### config.mk
export PLATFORM = sky130hd
export DESIGN_NAME = burst_col_seq
export DESIGN_NICKNAME = d
export VERILOG_FILES = /design/src/rtl/burst_seq_pkg.sv /design/src/rtl/burst_len_decode.sv /design/src/rtl/burst_col_gen.sv /design/src/rtl/burst_col_seq.sv
export SDC_FILE = /design/constraint.sdc
export NUM_CORES = 1
export LEC_CHECK = 0
export ABC_AREA = 1
export BUFFER_PORTS_ARGS = -buffer_cell sky130_fd_sc_hd__buf_2
export CAP_MARGIN = 20
export CORE_MARGIN = 3
export CORE_UTILIZATION = 45
export CTS_BUF_LIST = sky130_fd_sc_hd__clkbuf_4 sky130_fd_sc_hd__clkbuf_8
export CTS_CLUSTER_DIAMETER = 200
export DETAILED_ROUTE_END_ITERATION = 16
export REMOVE_ABC_BUFFERS = 1
export SLEW_MARGIN = 10
export SYNTH_ARGS = -nofsm -noshare
export SYNTH_HDL_FRONTEND = slang
export SYNTH_HIERARCHICAL = 1
export SYNTH_SLANG_ARGS = --single-unit
### constraint.sdc
create_clock -name clk -period 3.72 [get_ports clk]
set_input_delay 0 -clock clk [delete_from_list [all_inputs] [get_ports clk]]
set_output_delay 0 -clock clk [all_outputs]
set_load 0.1 [all_outputs]
### src/rtl/burst_seq_pkg.sv
package burst_seq_pkg;

    typedef enum logic [1:0] {
        ST_IDLE  = 2'd0,
        ST_FIXED = 2'd1,
        ST_PAGE  = 2'd2
    } seq_state_t;

    localparam int LEN_CODE_W = 3;

    localparam logic [LEN_CODE_W-1:0] LEN_BL2  = 3'b001;
    localparam logic [LEN_CODE_W-1:0] LEN_BL4  = 3'b010;
    localparam logic [LEN_CODE_W-1:0] LEN_BL8  = 3'b011;
    localparam logic [LEN_CODE_W-1:0] LEN_PAGE = 3'b111;

endpackage

### src/rtl/burst_len_decode.sv
module burst_len_decode
    import burst_seq_pkg::*;
#(
    parameter int COL_W = 8,
    parameter int LG_W  = $clog2(COL_W) + 1
) (
    input  logic [LEN_CODE_W-1:0] code_i,
    input  logic                  order_i,
    input  logic                  col_lsb_i,
    output logic                  legal_o,
    output logic                  page_o,
    output logic [LG_W-1:0]       lg_o
);

    always_comb begin
        legal_o = 1'b1;
        page_o  = 1'b0;
        lg_o    = '0;
        case (code_i)
            LEN_BL2:  lg_o = LG_W'(1);
            LEN_BL4:  lg_o = LG_W'(2);
            LEN_BL8:  lg_o = LG_W'(3);
            LEN_PAGE: begin
                page_o  = 1'b1;
                lg_o    = LG_W'(COL_W);
                // page mode needs sequential order and an even start
                legal_o = !order_i && !col_lsb_i;
            end
            default:  legal_o = 1'b0;
        endcase
    end

endmodule

### src/rtl/burst_col_gen.sv
module burst_col_gen #(
    parameter int COL_W  = 8,
    parameter int LG_W   = $clog2(COL_W) + 1,
    parameter int STEP_W = COL_W - 1
) (
    input  logic [COL_W-1:0]  base_i,
    input  logic [STEP_W-1:0] step_i,
    input  logic [LG_W-1:0]   lg_i,
    input  logic              order_i,
    input  logic              page_i,
    output logic [COL_W-1:0]  col_o
);

    logic [COL_W-1:0] offset;
    logic [COL_W-1:0] mask;
    logic [COL_W-1:0] sum;

    always_comb begin
        offset = {step_i, 1'b0};
        mask   = (COL_W'(1) << lg_i) - COL_W'(1);
        sum    = base_i + offset;
        if (page_i) begin
            col_o = sum;
        end else if (order_i) begin
            col_o = base_i ^ (offset & mask);
        end else begin
            col_o = (base_i & ~mask) | (sum & mask);
        end
    end

endmodule

### src/rtl/burst_col_seq.sv
module burst_col_seq
    import burst_seq_pkg::*;
#(
    parameter int COL_W = 8
) (
    input  logic                  clk,
    input  logic                  rst_n,
    input  logic                  start_i,
    input  logic [COL_W-1:0]      start_col_i,
    input  logic [LEN_CODE_W-1:0] len_code_i,
    input  logic                  order_i,
    input  logic                  advance_i,
    input  logic                  stop_i,
    output logic [COL_W-1:0]      col_o,
    output logic                  valid_o,
    output logic                  last_o,
    output logic                  err_o
);

    localparam int LG_W   = $clog2(COL_W) + 1;
    localparam int STEP_W = COL_W - 1;

    seq_state_t        state_q, state_n;
    logic [COL_W-1:0]  base_q, base_n;
    logic [STEP_W-1:0] step_q, step_n;
    logic [LG_W-1:0]   lg_q, lg_n;
    logic              ord_q, ord_n;
    logic              err_q, err_n;

    logic              dec_legal;
    logic              dec_page;
    logic [LG_W-1:0]   dec_lg;
    logic [COL_W-1:0]  gen_col;
    logic [STEP_W-1:0] beats_m1;
    logic              on_last;

    burst_len_decode #(.COL_W(COL_W), .LG_W(LG_W)) u_dec (
        .code_i    (len_code_i),
        .order_i   (order_i),
        .col_lsb_i (start_col_i[0]),
        .legal_o   (dec_legal),
        .page_o    (dec_page),
        .lg_o      (dec_lg)
    );

    burst_col_gen #(.COL_W(COL_W), .LG_W(LG_W), .STEP_W(STEP_W)) u_gen (
        .base_i  (base_q),
        .step_i  (step_q),
        .lg_i    (lg_q),
        .order_i (ord_q),
        .page_i  (state_q == ST_PAGE),
        .col_o   (gen_col)
    );

    // a fixed burst of BL words has BL/2 beats
    assign beats_m1 = (STEP_W'(1) << (lg_q - LG_W'(1))) - STEP_W'(1);
    assign on_last  = (state_q == ST_FIXED) && (step_q == beats_m1);

    // next-state and datapath loading
    always_comb begin
        state_n = state_q;
        base_n  = base_q;
        step_n  = step_q;
        lg_n    = lg_q;
        ord_n   = ord_q;
        err_n   = err_q;
        if (start_i) begin
            err_n = !dec_legal;
            if (dec_legal) begin
                state_n = dec_page ? ST_PAGE : ST_FIXED;
                base_n  = start_col_i;
                step_n  = '0;
                lg_n    = dec_lg;
                ord_n   = order_i;
            end else begin
                state_n = ST_IDLE;
            end
        end else if (stop_i) begin
            state_n = ST_IDLE;
        end else if (advance_i) begin
            unique case (state_q)
                ST_FIXED: begin
                    if (on_last) state_n = ST_IDLE;
                    else         step_n  = step_q + STEP_W'(1);
                end
                ST_PAGE:  step_n = step_q + STEP_W'(1);
                default:  state_n = ST_IDLE;
            endcase
        end
    end

    // state register
    always_ff @(posedge clk or negedge rst_n) begin
        if (!rst_n) begin
            state_q <= ST_IDLE;
            base_q  <= '0;
            step_q  <= '0;
            lg_q    <= LG_W'(1);
            ord_q   <= 1'b0;
            err_q   <= 1'b0;
        end else begin
            state_q <= state_n;
            base_q  <= base_n;
            step_q  <= step_n;
            lg_q    <= lg_n;
            ord_q   <= ord_n;
            err_q   <= err_n;
        end
    end

    // outputs
    always_comb begin
        valid_o = (state_q != ST_IDLE);
        last_o  = on_last;
        col_o   = valid_o ? gen_col : '0;
        err_o   = err_q;
    end

endmodule

=== Word level (Yosys, flattened, before mapping) ===
Index checks and enable logic that the tools add are counted.

* Flip-flop bits (word level): 23
* Latch bits: 0
* Bits in writable memories: 0
* Memory bits (read-only): 0
* Input port bits: 17
* Output and inout port bits: 11
* Logic and storage cells: 63
* Memories kept: 0

* Add/sub/neg operators: 5
* Multiply operators: 0
* Div/mod/pow operators: 0
* Magnitude comparators: 0
* Equal/unequal tests: 12
* Shift operators: 2
* Muxes and demuxes: 19
* Bitwise gates (word level): 6
* Reduce and logical (&&, ||, !) cells: 13

{| class="wikitable"
|+ Operators with widths
! kind !! number
|-
| $mux 7 || 5
|-
| $and 8x8->8 || 3
|-
| $mux 8 || 3
|-
| $pmux 4 s4 || 1
|-
| $pmux 7 s2 || 1
|-
| $mux 2 || 6
|-
| $add 8x8->8 || 1
|-
| $not 8->8 || 1
|-
| $or 8x8->8 || 1
|-
| $shl 1x4->8 const A || 1
|-
| $sub 8x2->8 const B || 1
|-
| $xor 8x8->8 || 1
|-
| $add 7x1->7 const B || 1
|-
| $eq 7x7->1 || 1
|-
| $shl 1x4->7 const A || 1
|-
| $sub 7x2->7 const B || 1
|-
| $eq 3x2->1 const B || 2
|-
| $ne 3x3->1 const B || 2
|-
| $reduce_bool 3->1 || 2
|-
| $reduce_and 5->1 || 1
|-
| $ne 4x4->1 const B || 1
|-
| $pmux 2 s2 || 1
|-
| $reduce_bool 2->1 || 2
|-
| $sub 4x1->4 const B || 1
|-
| 13 further kinds || 16
|}

=== Logic depth before layout (Yosys ltp) ===
Gate-level depths: netlist (run 1).

* Depth in word-level cells: 10
* Gate-level depth with buffers: 17
* Depth with buffers taken out: 17

=== By module ===
Netlist (run 1), hierarchy kept.

{| class="wikitable"
|+ By module, submodules not included
! module !! times used !! cells each !! area an instance (um^2) !! seq. area each (um^2)
|-
| burst_col_seq || 1 || 206 || 1418.9 || 576.8
|-
| burst_col_gen || 1 || 124 || 700.7 || 0.0
|-
| burst_len_decode || 1 || 14 || 62.6 || 0.0
|}

=== Worst setup path after synthesis (run 1) ===
No wires, ideal clock.

* Path type: register to output
* From: register step_q[0]
* To: output port col_o[7]
* Data arrival time: 3.023 ns
* Required time: 3.720 ns
* Path slack: 0.697 ns
* Stages on the path, launching flop included: 13
* Path buffers: 0
* Cells stage by stage: dfrtp_1 ha_1 fa_1 nand3_1 nand2_1 nand2_1 nand2_1 a21oi_1 xor2_1 nand2_1 o21ai_0 inv_1 nor2_1

* Cells in the longest elaborated chain, start to end: 6

{| class="wikitable"
|+ Ends and longest elaborated chain
! what !! RTL line !! text
|-
| start, declared || burst_col_seq.sv:25 || <nowiki>logic [STEP_W-1:0] step_q, step_n;</nowiki>
|-
| start signal, assigned || burst_col_seq.sv:104 || <nowiki>step_q <= step_n;</nowiki>
|-
| $add 8x8->8 (*) || burst_col_gen.sv:21 || <nowiki>sum = base_i + offset;</nowiki>
|-
| $and 8x8->8 || burst_col_gen.sv:27 || <nowiki>col_o = (base_i & ~mask) | (sum & mask);</nowiki>
|-
| $or 8x8->8 || burst_col_gen.sv:27 ||
|-
| $mux 8 || burst_col_gen.sv:24 || <nowiki>end else if (order_i) begin</nowiki>
|-
| $mux 8 (*) || burst_col_gen.sv:22 || <nowiki>if (page_i) begin</nowiki>
|-
| via gen_col[7] || burst_col_seq.sv:33 || <nowiki>logic [COL_W-1:0] gen_col;</nowiki>
|-
| $mux 8 (*) || burst_col_seq.sv:115 || <nowiki>col_o = valid_o ? gen_col : '0;</nowiki>
|-
| end, declared || burst_col_seq.sv:14 || <nowiki>output logic [COL_W-1:0] col_o,</nowiki>
|}

The timed path passes the listed nets; every way through them passes the cells marked *.

=== Final worst setup path (run 1) ===
Ends and elaborated chain as after synthesis.

==> out/qor.csv, run 1 <==
metric,value,unit
outcome,finished clean,
Post-Syn Area per Cell,6.34,sq um
PostCTS Resize Cnt,0,
total grt overflow,0,
number of antenna violations at the first check in global routing,0,
Root Driver,clkbuf_8,
Top Ports,28,
Worst Tran Pin Value,818,ps
max layer used,met4,
"most used cell, CP",nand2_1,
Logic pwr share,50.5,%
Crit-path slowest cell,dfrtp_1,
drt pass-1 iters,4,
routability cong.,0.915,
Initial Util,48.4,%
CP endpoint kind,primary output,
drt wl/cell,12.3,um
WL met1,2.74,mm
Ant. Diodes,0,
Yosys reg bits,23,
Netlist cell types,34,
antenna-violating nets left,0,
Flop pwr share,33.2,%
Via density,4.95,
clk sinks,23,
setup bufs post-CTS,0,
Final setup viols,0,
Pwr Total,1.04,mW
Clk pwr share,16.3,%
"EDFF count, synth",0,
fmax,363,MHz
final net count,409,
PD cells,413,nW/um^2
worst endpoint required time,3720,ps
fin util,55.9,%
HP Class,in2reg,
max cap viols,0,
hold_buf cts,11,
CTS tree,yes,
Hold Slack,21.4,ps
worst path cell trace,ha_1 > fa_1 > nand3_1 > nand2_1 > nand2_1 > nand2_1 > a21oi_1 > xor2_1 > nand2_1 > o21ai_0 > inv_1 > nor2_1 > buf_2,
DIE AREA,5720,sq um
Startpoint Class,flop,
Crit Path Max Fanout,8,
H-Tree Depth,1,
Inst Count DP,418,
sw power,494,uW
register area share after synthesis,26.4,%
number of global-route vias before repair,1921,
Register Area,577,sq um
Main synth FF type,dfrtp_1,
layout cells sized above 1,18.4,%
met2 WL post-DR,2.34,mm
clk_skew,4.09,ps
Residual DRC,0,
met3 routed WL,230,um
final hold vios,0,
area grow syn2layout,15.4,%
Leak,1.38,nW
Non-Filler Instances,433,
vias after detailed routing,2143,
first-pass GRT wire length,8.98,mm
# port buffers,27,
Final Cycle Share,74.0,%
Die Ht,75.6,um
Final Max Slew Viols,0,
most frequent cells in the layout,"112 x nand2_1, 41 x inv_1, 37 x nor2_1",
worst vdd ir,0.175,mV
fillers,442,
min cycle time layout,2750,ps
ys async rst share,100,%
"CTS clk-pin slew, worst paths",90,ps
die width,75.6,um
Rel. slew slack,45.2,%
Internal,547,uW
total negative slack,0,ps
Syn Std Cell Area,2180,sq um
site row count,24,
warnings from Yosys,6,
Max Root-Sink Buffers,2,
multi-input gate area in the final layout,1390,sq um
unrepaired setup endpoints after global routing,no,
WP data arrival,2750,ps
GRT Util Overall,20.8,%
Switching Share,47.4,%
"Largest stage delay, worst path",470,ps
Syn Inst Count,344,
Setup CP Type,reg2out,
pin count of the biggest net entering global routing,24,
Initial DRC Count,132,
hpwl dp,4.18,mm
"Clk Latency, worst-skew pair",270,ps
Routed WL,5.34,mm
Core Area,4500,sq um
Num CTS Buffers,3,
"most common cell after layout, fill and taps aside",nand2_1,
==> through the flow <==
| stage | worst slack, ps | instance area (sq um) |
|---|---|---|
| floorplan | 697 | 2160 |
| global route | 732 | 2520 |
| CTS | 967 | 2520 |
| detailed placement | 1290 | 2360 |
| finish | 967 | 2520 |
| global placement | 1310 | 2360 |
==> path summary, 6_finish.rpt <==
check,from,end,slack (ps),cells past startpoint
worst max-delay path,step_q[0]$_DFFE_PN0P_,col_o[7],970,13
worst min-delay path,len_code_i[2],lg_q[0]$_DFFE_PN1P_,20,4
worst max register to register,lg_q[0]$_DFFE_PN1P_,step_q[3]$_DFFE_PN0P_,1370,17
worst min register to register,base_q[0]$_DFFE_PN0P_,base_q[0]$_DFFE_PN0P_,490,2
max in group asynchronous,rst_n,lg_q[0]$_DFFE_PN1P_,3090,2
min in group asynchronous,rst_n,base_q[0]$_DFFE_PN0P_,250,2
==> cell usage after synthesis, drive strengths merged, types with 4 or more instances <==
library cell  count  share of area, %
nand2           125                24
nor2             50                11
inv              46               8.1
nand3            28               7.1
dfrtp            22                25
o21ai            15               3.4
a21oi            11               2.5
ha                9               5.2
xnor2             7               2.8
xor2              6               2.4
clkbuf            4              0.69
==> area by class of cell <==
class	count	share of cell area, %
Inverter	49	7.55
Tap cell	52	2.58
Sequential cell	23	22.9
Multi-Input combinational cell	267	55.3
Clock buffer	4	1.94
Timing Repair Buffer	38	9.74
==> power groups by stage <==
stage	Combinational (mW)	Sequential (mW)	Clock, mW
after floorplan	0.415	0.339	0
after global placement	0.513	0.350	0
after detailed placement	0.516	0.350	0
after CTS	0.528	0.345	0.178
after global routing	0.597	0.352	0.184
final	0.526	0.345	0.170
==> per-layer routing <==
layer  track usage, %  up-vias
li1                 -     1143
met1             31.8      958
met2             31.4       38
met3             1.98        4
met4             5.24        0
met5                0        -
==> logic make-up after synthesis <==
group	count (synthesis)	synth area share (%)
xor+xnor	13	5.22
other cells	1	0.172
buf+inv	54	9.75
compound gates	30	7.11
fa+ha+maj	10	6.08
mux	1	0.516
simple gates	212	44.7
flops	23	26.4
==> state kept, by name (all words and copies together) (netlist names) <==
signal,flops
state_q,2
lg_q,4
err_o,1
step_q,7
base_q,8
ord_q,1
==> critical path: cells and delay by family (launching register included) <==
| family | cells | cell delay, ps |
|---|---|---|
| adders and majority gates | 2 | 680 |
| buffers and inverters | 2 | 490 |
| DFF | 1 | 470 |
| and+or+nand+nor | 6 | 460 |
| AOI/OAI and AO/OA | 2 | 220 |
| xor gates and xnor gates | 1 | 160 |
Note: power is estimated with default switching activity, not from simulation.
==> inputs of run 2 (changes only) <==
==> constraint.sdc (replaced) <==
create_clock -name clk -period 2.8 [get_ports clk]
set_input_delay 0 -clock clk [delete_from_list [all_inputs] [get_ports clk]]
set_output_delay 0 -clock clk [all_outputs]
set_load 0.1 [all_outputs]
==> run 2 against run 1 <==
Effect of this change:
- clock power up 24%
- critical path depth stayed put
- clock skew down 2.0 ps
- register-to-register slack worse by 920 ps
- via count up 0.14%
- power is 32% higher
- die area unchanged
- first-iteration DRC count decreased by 3.0%
- critical path type unchanged
- critical endpoint unchanged
==> out/qor.csv, run 2 (synthesis gave the netlist of run 1 again) <==
metric,value,unit
outcome,finished clean,
Clk pwr share,15.3,%
Num CTS Buffers,3,
Final setup viols,0,
Rel. slew slack,44.3,%
Residual DRC,0,
Register Area,578,sq um
Non-Filler Instances,434,
Routed WL,5.45,mm
Initial Util,48.4,%
Switching Share,47.7,%
dpl ws,339,ps
"CTS clk-pin slew, worst paths",80,ps
H-Tree Depth,1,
min cycle time layout,2600,ps
Inst Count DP,419,
GRT Util Overall,21.1,%
Hold Slack,24.7,ps
# port buffers,27,
CTS tree,yes,
routability cong.,0.899,
Internal,719,uW
Root Driver,clkbuf_8,
Die Ht,75.6,um
fmax,384,MHz
vias after detailed routing,2146,
die width,75.6,um
clk_skew,2.13,ps
most frequent cells in the layout,"112 x nand2_1, 41 x inv_1, 37 x nor2_1",
clk sinks,23,
Max Root-Sink Buffers,2,
final hold vios,0,
final net count,410,
drt wl/cell,12.6,um
Startpoint Class,flop,
Top Ports,28,
fin util,56.3,%
number of antenna violations at the first check in global routing,0,
worst vdd ir,0.245,mV
antenna-violating nets left,0,
number of flip-flops in the largest register,8,
Worst Tran Pin Value,832,ps
Pwr Total,1.37,mW
first-pass GRT wire length,9.19,mm
Largest Register,base_q,
CP endpoint kind,primary output,
site row count,24,
worst endpoint required time,2800,ps
largest registers,"base_q (8), step_q (7), lg_q (4)",
Setup CP Type,reg2out,
Core Area,4500,sq um
Ant. Diodes,0,
Leak,1.39,nW
setup bufs post-CTS,0,
Final Max Slew Viols,0,
pin count of the biggest net entering global routing,24,
multi-input gate area in the final layout,1390,sq um
Logic pwr share,51.2,%
max cap viols,0,
area grow syn2layout,16.2,%
hpwl dp,4.19,mm
Final Cycle Share,93.0,%
total grt overflow,0,
HP Class,in2reg,
DIE AREA,5720,sq um
fillers,486,
Initial DRC Count,128,
drt pass-1 iters,6,
unrepaired setup endpoints after global routing,no,
Via density,4.94,
final worst slack,196,ps
"Clk Latency, worst-skew pair",270,ps
WP data arrival,2600,ps
Crit Path Max Fanout,8,
"most common cell after layout, fill and taps aside",nand2_1,
number of global-route vias before repair,1957,
PD cells,542,nW/um^2
layout cells sized above 1,18.8,%
Flop pwr share,33.4,%
sw power,655,uW
run 2: changes by cell type in the layout (fill, tap and decap cells not counted):
| cell | change |
|---|---|
| clkinv_2 | +1 |
| dfrtp_1 | -1 |
| buf_2 | -3 |
| buf_6 | +1 |
| dfrtp_2 | +1 |
| buf_4 | +1 |
| clkbuf_4 | +1 |
run 2: final cells by class:
cell class / instances / area share, %
Clock buffer: 3 / 1.63
Clock inverter: 1 / 0.197
Inverter: 49 / 7.50
Multi-Input combinational cell: 267 / 54.9
Sequential cell: 23 / 22.8
Tap cell: 52 / 2.57
Timing Repair Buffer: 39 / 10.4
run 2: worst paths after layout:
check | startpoint | endpoint | slack (ps) | cells after the start
setup / recovery | step_q[0]$_DFFE_PN0P_ | col_o[7] | 200 | 13
hold / removal | len_code_i[2] | lg_q[0]$_DFFE_PN1P_ | 20 | 4
setup reg to reg | lg_q[0]$_DFFE_PN1P_ | step_q[1]$_DFFE_PN0P_ | 450 | 15
hold reg to reg | base_q[0]$_DFFE_PN0P_ | base_q[0]$_DFFE_PN0P_ | 490 | 2
max in group asynchronous | rst_n | lg_q[3]$_DFFE_PN0P_ | 2150 | 2
min in group asynchronous | rst_n | base_q[0]$_DFFE_PN0P_ | 250 | 2
run 2: per-layer routing:
layer | track usage, % | share of wire [%]
met3 | 2.37 | 5.0
met4 | 5.05 | 0.77
met2 | 33.4 | 44
met1 | 30.9 | 50
met5 | 0 | 0
run 2: repair_timing:
action                                 in CTS  in global routing
endpoints found under the hold margin      32                  0
hold buffers                               11                  0
setup endpoints to repair                   0                  4
resized for setup                           0                  6
run 2: power groups by stage:
stage                     logic [mW]  clock network, mW  registers (mW)
after detailed placement       0.688                  0           0.467
after global placement         0.683                  0           0.465
after CTS                      0.703              0.222           0.460
final                          0.704              0.211           0.460
after floorplan                0.551                  0           0.451
after global routing           0.795              0.231           0.469
run 2: critical path: stages, from the launching register on:
cell,delay [ps]
dfrtp_1,470
ha_1,260
fa_1,420
nand3_1,110
nand2_1,70
nand2_1,80
nand2_1,50
a21oi_1,150
xor2_1,170
nand2_1,60
o21ai_0,80
inv_1,60
nor2_1,130
buf_6,240
run 2: through the flow:
stage          setup TNS, ps  cell area [sq um]
2_1_floorplan           -361               2160
4_1_cts                    0               2520
5_1_grt                    0               2540
6_report                   0               2540
3_5_place_dp               0               2370
3_3_place_gp               0               2370
==> inputs of run 3 (changes only) <==
--- a/config.mk
+++ b/config.mk
@@ -8,13 +8,14 @@
 export ABC_AREA = 1
 export BUFFER_PORTS_ARGS = -buffer_cell sky130_fd_sc_hd__buf_2
 export CAP_MARGIN = 20
+export CORE_ASPECT_RATIO = 0.7
 export CORE_MARGIN = 3
 export CORE_UTILIZATION = 45
 export CTS_BUF_LIST = sky130_fd_sc_hd__clkbuf_4 sky130_fd_sc_hd__clkbuf_8
 export CTS_CLUSTER_DIAMETER = 200
 export DETAILED_ROUTE_END_ITERATION = 16
 export REMOVE_ABC_BUFFERS = 1
-export SLEW_MARGIN = 10
+export SLEW_MARGIN = 20
 export SYNTH_ARGS = -nofsm -noshare
 export SYNTH_HDL_FRONTEND = slang
 export SYNTH_HIERARCHICAL = 1
==> constraint.sdc (replaced) <==
create_clock -name clk -period 3.4 [get_ports clk]
set_input_delay 0 -clock clk [delete_from_list [all_inputs] [get_ports clk]]
set_output_delay 0 -clock clk [all_outputs]
set_load 0.1 [all_outputs]
==> run 3 against run 2 <==
Effect of this change:
- via count shrank 0.79%
- critical path depth is the same
- cell count grew 0.23%
- sequential share of layout area grew 0.19 points
- power shrank 17%
- sequential power shrank 18%
- routed wire length grew 3.0%
- combinational power shrank 18%
- final area shrank 1.0%
- die area grew 0.23%
==> out/qor.csv, run 3 (synthesis gave the netlist of run 1 again) <==
metric,value,unit
outcome,finished clean,
drt pass-1 iters,4,
clk_skew,2.09,ps
Startpoint Class,flop,
Leak,1.38,nW
PD cells,454,nW/um^2
Non-Filler Instances,435,
max cap viols,0,
Final setup viols,0,
number of flip-flops in the largest register,8,
Initial Util,48.4,%
area grow syn2layout,15.0,%
Final Max Slew Viols,0,
largest registers,"base_q (8), step_q (7), lg_q (4)",
Critical Path Start,step_q[0]$_DFFE_PN0P_,
"CTS clk-pin slew, worst paths",90,ps
first-pass GRT wire length,9.15,mm
most frequent cells in the layout,"112 x nand2_1, 41 x inv_1, 37 x nor2_1",
Initial DRC Count,80,
Ant. Diodes,0,
fillers,466,
GRT Util Overall,20.6,%
Reg2Reg Depth,15,
Rel. slew slack,45.8,%
Via density,4.89,
r2r startpoint,lg_q[0]$_DFFE_PN1P_,
CP endpoint kind,primary output,
drt wl/cell,12.9,um
unrepaired setup endpoints after global routing,no,
final net count,408,
Die Ht,64.3,um
die width,89.2,um
final worst slack,538,ps
Top Ports,28,
cell count of the worst hold path,4,
antenna-violating nets left,0,
hpwl dp,4.15,mm
r2r setup slk,1070,ps
WP data arrival,2860,ps
Register Area,577,sq um
vias after detailed routing,2129,
HP Class,in2reg,
min cycle time layout,2860,ps
Root Driver,clkbuf_8,
Final Cycle Share,84.2,%
pin count of the biggest net entering global routing,24,
number of antenna violations at the first check in global routing,0,
layout cells sized above 1,18.4,%
WHS Endpoint,lg_q[0]$_DFFE_PN1P_,
Worst Tran Pin Value,810,ps
fin util,55.7,%
Largest Register,base_q,
CTS tree,yes,
# port buffers,27,
total negative slack,0,ps
site row count,20,
number of global-route vias before repair,1957,
"Clk Latency, worst-skew pair",270,ps
Crit Path Max Fanout,8,
Hold Startpoint,len_code_i[2],
total grt overflow,0,
Routed WL,5.62,mm
Reg-to-Reg End,step_q[1]$_DFFE_PN0P_,
Core Area,4500,sq um
worst vdd ir,0.183,mV
Max Root-Sink Buffers,2,
Setup CP Type,reg2out,
Inst Count DP,421,
fmax,349,MHz
dpl ws,882,ps
worst endpoint required time,3400,ps
multi-input gate area in the final layout,1390,sq um
clk sinks,23,
final hold vios,0,
Residual DRC,0,
DIE AREA,5730,sq um
routability cong.,0.872,
"most common cell after layout, fill and taps aside",nand2_1,
H-Tree Depth,1,
Num CTS Buffers,3,
## run 3: cell count changes in the layout (fill, tap and decap cells not counted)
cell,previous run,this run
dfrtp_2,1,0
dlygate4sd3_1,11,10
buf_2,24,27
dfrtp_1,21,22
buf_6,1,0
buf_4,1,0
clkbuf_4,2,0
## run 3: final cells by class
cell class              instances  share of cell area [%]
clock buffers                   3                    1.65
clock inverters                 1                   0.199
inverters                      49                    7.58
multi-input cells             267                    55.5
flip-flops and latches         23                    23.0
well taps                      55                    2.74
repair buffers                 37                    9.37
## run 3: power breakdown
group	internal, mW	total, mW	switching (mW)
combinational	0.197	0.577	0.380
sequential	0.310	0.379	0.0699
clock	0.0821	0.184	0.102
## run 3: critical path, stage by stage, from the launching register on
cell and delay (ps):
dfrtp_1 480, ha_1 270, fa_1 420, nand3_1 100, nand2_1 70, nand2_1 80
nand2_1 50, a21oi_1 160, xor2_1 160, nand2_1 60, o21ai_0 110, inv_1 80
nor2_1 100, buf_2 430
## run 3: worst max-delay path by stage
stage / to / slack (ps) / depth (start not counted)
2_1_floorplan: col_o[7] / 380 / 12
3_3_place_gp: col_o[7] / 950 / 13
3_5_place_dp: col_o[7] / 880 / 13
4_1_cts: col_o[7] / 570 / 13
5_1_grt: col_o[7] / 360 / 13
6_report: col_o[7] / 540 / 13
## run 3: what timing repair did
item	in CTS	in global routing
endpoints found under the hold margin	31	0
gates resized for setup	0	0
hold buffers	10	0
buffers inserted	0	0
endpoints found under the setup margin	0	0
## run 3: per-layer routing
layer	share of wire, %	GRT usage (%)	vias up
met5	0	0	-
met4	0.37	2.97	0
met3	2.7	3.09	2
met2	45	33.7	32
met1	52	29.0	953
li1	-	-	1142
## run 3: metrics by stage
| stage | power, mW | hold slack (ps) | instance area, sq um |
|---|---|---|---|
| finish | 1.14 | 6.27 | 2510 |
| global route | 1.23 | 27.8 | 2510 |
| CTS | 1.14 | 11.6 | 2510 |
| detailed placement | 0.948 | 33.2 | 2360 |
| global placement | 0.942 | 36.2 | 2360 |
| floorplan | 0.825 | -296 | 2160 |
